`src/rtl/bcd_cnt_pkg.sv`:
```
package bcd_cnt_pkg;
  localparam int BCD_W   = 4;
  localparam int BCD_MAX = 9;
  typedef logic [BCD_W-1:0] bcd_t;
endpackage

```
`src/rtl/bcd_decade.sv`:
```
module bcd_decade
  import bcd_cnt_pkg::*;
(
  input  logic clk,
  input  logic rst_n,
  input  logic clr_i,
  input  logic step_i,
  output bcd_t digit_o,
  output logic is_nine_o,
  output logic carry_o
);
  bcd_t q, d;
  logic fall_w1;  // weight-1 bit passes 1 -> 0 this step
  logic fall_w2;  // weight-2 bit passes 1 -> 0 this step

  always_comb begin
    fall_w1 = step_i & q[0];
    fall_w2 = fall_w1 & ~q[3] & q[1];
    d[0] = q[0] ^ step_i;
    // weight 2 toggles on a weight-1 fall, but is held at 0 while weight 8 is set
    d[1] = (fall_w1 & ~q[3]) ? ~q[1] : q[1];
    d[2] = q[2] ^ fall_w2;
    // weight 8 sets on the fall after 7 and clears on the following fall
    if (fall_w1) d[3] = q[3] ? 1'b0 : (q[1] & q[2]);
    else         d[3] = q[3];
  end

  always_ff @(posedge clk or negedge rst_n) begin
    if (!rst_n)     q <= '0;
    else if (clr_i) q <= '0;
    else            q <= d;
  end

  assign digit_o   = q;
  assign is_nine_o = (q == bcd_t'(BCD_MAX));
  assign carry_o   = fall_w1 & q[3];
endmodule

```
`src/rtl/bcd_cascade_counter.sv`:
```
module bcd_cascade_counter
  import bcd_cnt_pkg::*;
#(
  parameter int NUM_DIGITS = 3,
  localparam int OUT_W = NUM_DIGITS * BCD_W
) (
  input  logic             clk,
  input  logic             rst_n,
  input  logic             clr,
  input  logic             cnt_en,
  output logic [OUT_W-1:0] digits_o,
  output logic             term_cnt_o
);
  logic [NUM_DIGITS:0]   step_chain;
  logic [NUM_DIGITS-1:0] nine_vec;

  assign step_chain[0] = cnt_en;

  for (genvar g = 0; g < NUM_DIGITS; g++) begin : g_dec
    bcd_t dig;
    bcd_decade u_dec (
      .clk       (clk),
      .rst_n     (rst_n),
      .clr_i     (clr),
      .step_i    (step_chain[g]),
      .digit_o   (dig),
      .is_nine_o (nine_vec[g]),
      .carry_o   (step_chain[g+1])
    );
    assign digits_o[g*BCD_W +: BCD_W] = dig;
  end

  assign term_cnt_o = cnt_en & (&nine_vec);
endmodule

```
`config.mk`:
```
export PLATFORM = sky130hd
export DESIGN_NAME = bcd_cascade_counter
export DESIGN_NICKNAME = d
export VERILOG_FILES = /design/src/rtl/bcd_cnt_pkg.sv /design/src/rtl/bcd_decade.sv /design/src/rtl/bcd_cascade_counter.sv
export SDC_FILE = /design/constraint.sdc
export NUM_CORES = 1
export LEC_CHECK = 0
export ABC_AREA = 1
export BUFFER_PORTS_ARGS = -buffer_cell sky130_fd_sc_hd__buf_2
export CAP_MARGIN = 40
export CORE_AREA = 3 3 41 43
export DETAILED_ROUTE_END_ITERATION = 6
export DIE_AREA = 0 0 44 46
export GPL_ROUTABILITY_DRIVEN = 0
export MAX_ROUTING_LAYER = met4
export PLACE_DENSITY = 0.71
export SLEW_MARGIN = 0
export SYNTH_ARGS = -nofsm -noshare
export SYNTH_HDL_FRONTEND = slang
export SYNTH_SLANG_ARGS = --single-unit
```
`constraint.sdc`:
```
create_clock -name clk -period 1.97 [get_ports clk]
set_clock_uncertainty 0.05 [all_clocks]
set_input_delay 0 -clock clk [delete_from_list [all_inputs] [get_ports clk]]
set_output_delay 0 -clock clk [all_outputs]
set_load 0.05 [all_outputs]
```
==> results by stage <==
STA:
- Derived from the worst setup path, the maximum achievable clock frequency is ~0.57 GHz.
- The time the worst path needs with I/O delays and setup is around 1.8 ns.
- The worst path setup slack after routing is around 0.2 ns.
- The number of hold violations in the final report is 0.
- The final clock period utilization by the worst path is 0.898.
- The number of setup violations in the final report is 0.
- Setup repair after global routing left no endpoint under its margin.
- The actual slew at the worst max-slew pin is between 0.2 and 0.3 ns.
- The headroom to the max-slew limit is 0.818.
- After routing, the total negative slack on setup checks comes to 0 ns.
- The count of final max-slew check failures is 0.

Critical path:
- The slack of the worst reg-to-reg path is 0.20 ns.
- By startpoint and endpoint, the worst setup path is classified as flip-flop to flip-flop.
- The startpoint identified for the worst register-to-register timing path is g_dec[0].u_dec.digit_o[0].
- Data arrives at the worst endpoint at between 1.5 and 2 ns.
- The element type at the critical path end is a flip-flop.
- The element type at the critical path start is a flip-flop.
- The worst setup path endpoint is g_dec[2].u_dec.digit_o[2].
- At the worst endpoint, the required time is between 2 and 2.5 ns.
- The reg-to-reg endpoint is g_dec[2].u_dec.digit_o[2].
- The worst setup path startpoint is g_dec[0].u_dec.digit_o[0].
- The maximum net fanout on the critical path is 6.
- The logic depth of the worst register-to-register path is 11.

CTS:
- The setup fix buffers added after clock tree synthesis is 0.
- Counting along the longest clock path gives a buffer depth of 2.
- Clock tree synthesis found a total of 12 sinks.
- TritonCTS built the clock tree.
- The clock root buffer is sky130_fd_sc_hd__clkbuf_4.
- Counting the buffers created by CTS gives 3.
- Clock-pin slew was measured on the worst setup and hold paths at approximately 0.080 ns.
- In this run the number of H-tree levels came out at 1.
- The clock reaches the later pin of the worst-skew pair after about 0.27 ns.

Cells and area:
- The register with the most flip-flops in the layout has 12 of them.
- The post-layout utilization of the core is 0.597.
- At the end of the flow, the number of nets in the layout was 119.
- The relative area change from synthesis to final layout is 23.0%.
- Counting the fill cells in the layout gives about 140.
- The number of inserted diodes is 0.
- Summing all non-filler instances in the final layout gives an area of between 700 and 800 µm².
- In the final layout, the share of cells above drive strength 1 is 0.225.

Status:
- The flow ran to the end, and the final reports show no timing, DRC or antenna violations.

Route:
- After detailed routing, the number of vias per cell comes to ~4.8.
- In the final routed layout, each cell accounts on average for between 10 and 15 µm.
- In this run the remaining antenna-violating nets after routing total 0.
- For this block, the routed nets add up to between 1 and 1.5 mm of wire.
- The first TritonRoute pass finished after 4 iterations.
- The violation count after the first detailed-routing iteration is 12.
- The final route contains 600 vias.
- For this run, design rule violations remaining after detail routing come to 0.

Placed design:
- The half-perimeter wire length after detailed placement is 938 µm.
- In this run the tool buffered the top-level ports with 16 buffer cells.
- The placed instances occupy a cell area of between 700 and 800 µm².
- Prior to clock tree synthesis, the placed netlist has a worst setup slack of approximately 0.18 ns.

Pwr:
- IR analysis of the VDD net gives a maximum drop of about 270 µV.
- For this design the ratio of total power to cell area is just under 600 mW/mm².
- In this run the static leakage power is approximately 0.47 nW.
- The total chip power is about 0.47 mW.

Global route:
- After global routing the overflow that remains totals 0.
- The initial antenna violation count came to 0.
- The pin count of the biggest net entering global routing is 13.
- For this run, the total global-route usage over all layers was measured as 0.159.
- The first-pass GRT wire length is ~2.2 mm.
- The number of global-route vias before repair is ~560.

Floorplanning:
- The die covers 0.00202 mm².
- In this run the vertical extent of the chip is 46 µm.
- In this run the core area contains 13 standard-cell rows.
- The number of I/O pins is 17.
- The horizontal extent of the die is roughly 44 µm.
- The initial core utilization is 0.485.
- The core area is approximately 0.0013 mm².

Yosys:
- The number of different library cells used by synthesis comes to 10.
- The area share of the leading cell type in the synthesized netlist is 0.464.
- The cell area after synthesis is 647 µm².
- After synthesis, the cell types taking the most area are sky130_fd_sc_hd__dfrtp_1 46%, sky130_fd_sc_hd__nand2_1 13%, sky130_fd_sc_hd__nor2_1 12%.
- The average cell area after synthesis is 7.27 µm².
- The total nets after synthesis is 96.
- In this run, synthesis produced a sequential element count of 12.
- The cell type contributing the most total cell area after synthesis is sky130_fd_sc_hd__dfrtp_1.
- For this run, the number of Yosys warnings is 0.
- The share of the Yosys chip area taken by registers is 0.464.
- In the synthesized netlist, the number of instances is 89.

Min path:
- The min-delay analysis places its worst path in the category input port to flip-flop.
- Counting instances, the worst hold path has a depth of 4.

Run:
- The max-cap violation count is 0.
layer usage:
metal	track usage	share of wire	up-vias
li1	-	-	315
met4	0.102	0.019	0
met5	-	0	-
met1	0.189	0.47	266
met2	0.233	0.45	14
met3	0.0474	0.054	5
report_power, final:
group / leakage (nW) / internal [mW] / switching, mW / total (mW)
Combinational: 0.291 / 0.0143 / 0.0352 / 0.0495
Clock: 0.0150 / 0.0784 / 0.0828 / 0.161
Sequential: 0.165 / 0.250 / 0.00418 / 0.254
cell usage after synthesis (all sizes together):
cell and instances:
nand4 3, nor2 21, a21oi 3, inv 17
ha 3, dfrtp 12, nand2 22, nand3 8
kinds of logic (layout without fill, tap and decap cells):
group	after synthesis	after routing	share of synthesized area
AO/OA/AOI/OAI	3	3	0.0232
adder cells (fa/ha/maj)	3	3	0.0580
AND/OR/NAND/NOR	54	54	0.356
flip-flops	12	12	0.464
buffers and inverters	17	39	0.0986
layout by cell type (no fill, tap or decap):
cell type                        n
sky130_fd_sc_hd__nand2_1        22
sky130_fd_sc_hd__nor2_1         21
sky130_fd_sc_hd__buf_2          16
sky130_fd_sc_hd__inv_1          15
sky130_fd_sc_hd__dfrtp_1        11
sky130_fd_sc_hd__nand3_1         6
sky130_fd_sc_hd__nand4_1         3
sky130_fd_sc_hd__a21oi_1         3
sky130_fd_sc_hd__clkbuf_4        3
sky130_fd_sc_hd__nand3_2         2
sky130_fd_sc_hd__inv_2           2
sky130_fd_sc_hd__ha_1            2
sky130_fd_sc_hd__dlygate4sd3_1   2
sky130_fd_sc_hd__ha_2            1
sky130_fd_sc_hd__clkbuf_1        1
sky130_fd_sc_hd__dfrtp_2         1
metrics by stage:
step           cells  hold slack [ns]
2_1_floorplan     89           -0.346
3_3_place_gp     120           -0.156
3_5_place_dp     120           -0.155
4_1_cts          126           0.0285
5_1_grt          126           0.0364
6_report         126           0.0334
timing repair:
| item | in CTS | in global routing |
|---|---|---|
| hold endpoints to repair | 15 | 0 |
| endpoints found under the setup margin | 0 | 1 |
| gates resized for setup | 0 | 1 |
| hold buffers | 2 | 0 |
critical path: stages, from the launching register on:
cell	delay, ns
sky130_fd_sc_hd__dfrtp_2	0.37
sky130_fd_sc_hd__ha_1	0.26
sky130_fd_sc_hd__nand2_1	0.08
sky130_fd_sc_hd__inv_1	0.07
sky130_fd_sc_hd__ha_2	0.23
sky130_fd_sc_hd__nand2_1	0.07
sky130_fd_sc_hd__inv_1	0.05
sky130_fd_sc_hd__ha_1	0.22
sky130_fd_sc_hd__nand3_1	0.12
sky130_fd_sc_hd__nand2_1	0.07
sky130_fd_sc_hd__inv_1	0.04
sky130_fd_sc_hd__nor2_1	0.08
worst min-delay path by stage:
stage,startpoint,to,slack (ns)
after detailed placement,rst_n,g_dec[0].u_dec.digit_o[3],-0.15
after global routing,cnt_en,g_dec[0].u_dec.digit_o[0],0.04
after floorplan,rst_n,g_dec[0].u_dec.digit_o[0],-0.35
after CTS,cnt_en,g_dec[0].u_dec.digit_o[0],0.03
after global placement,rst_n,g_dec[0].u_dec.digit_o[3],-0.16
final,cnt_en,g_dec[0].u_dec.digit_o[0],0.03
final cells by class:
cell class,instances,area [µm²],share of cell area
multi-input combinational,60,285,0.358
tap,15,18.8,0.0236
clock buffer,4,26.3,0.0330
sequential,12,302,0.379
inverter,17,63.8,0.0802
timing repair buffer,18,100,0.126
No activity file was read; power rests on OpenSTA's default activity.
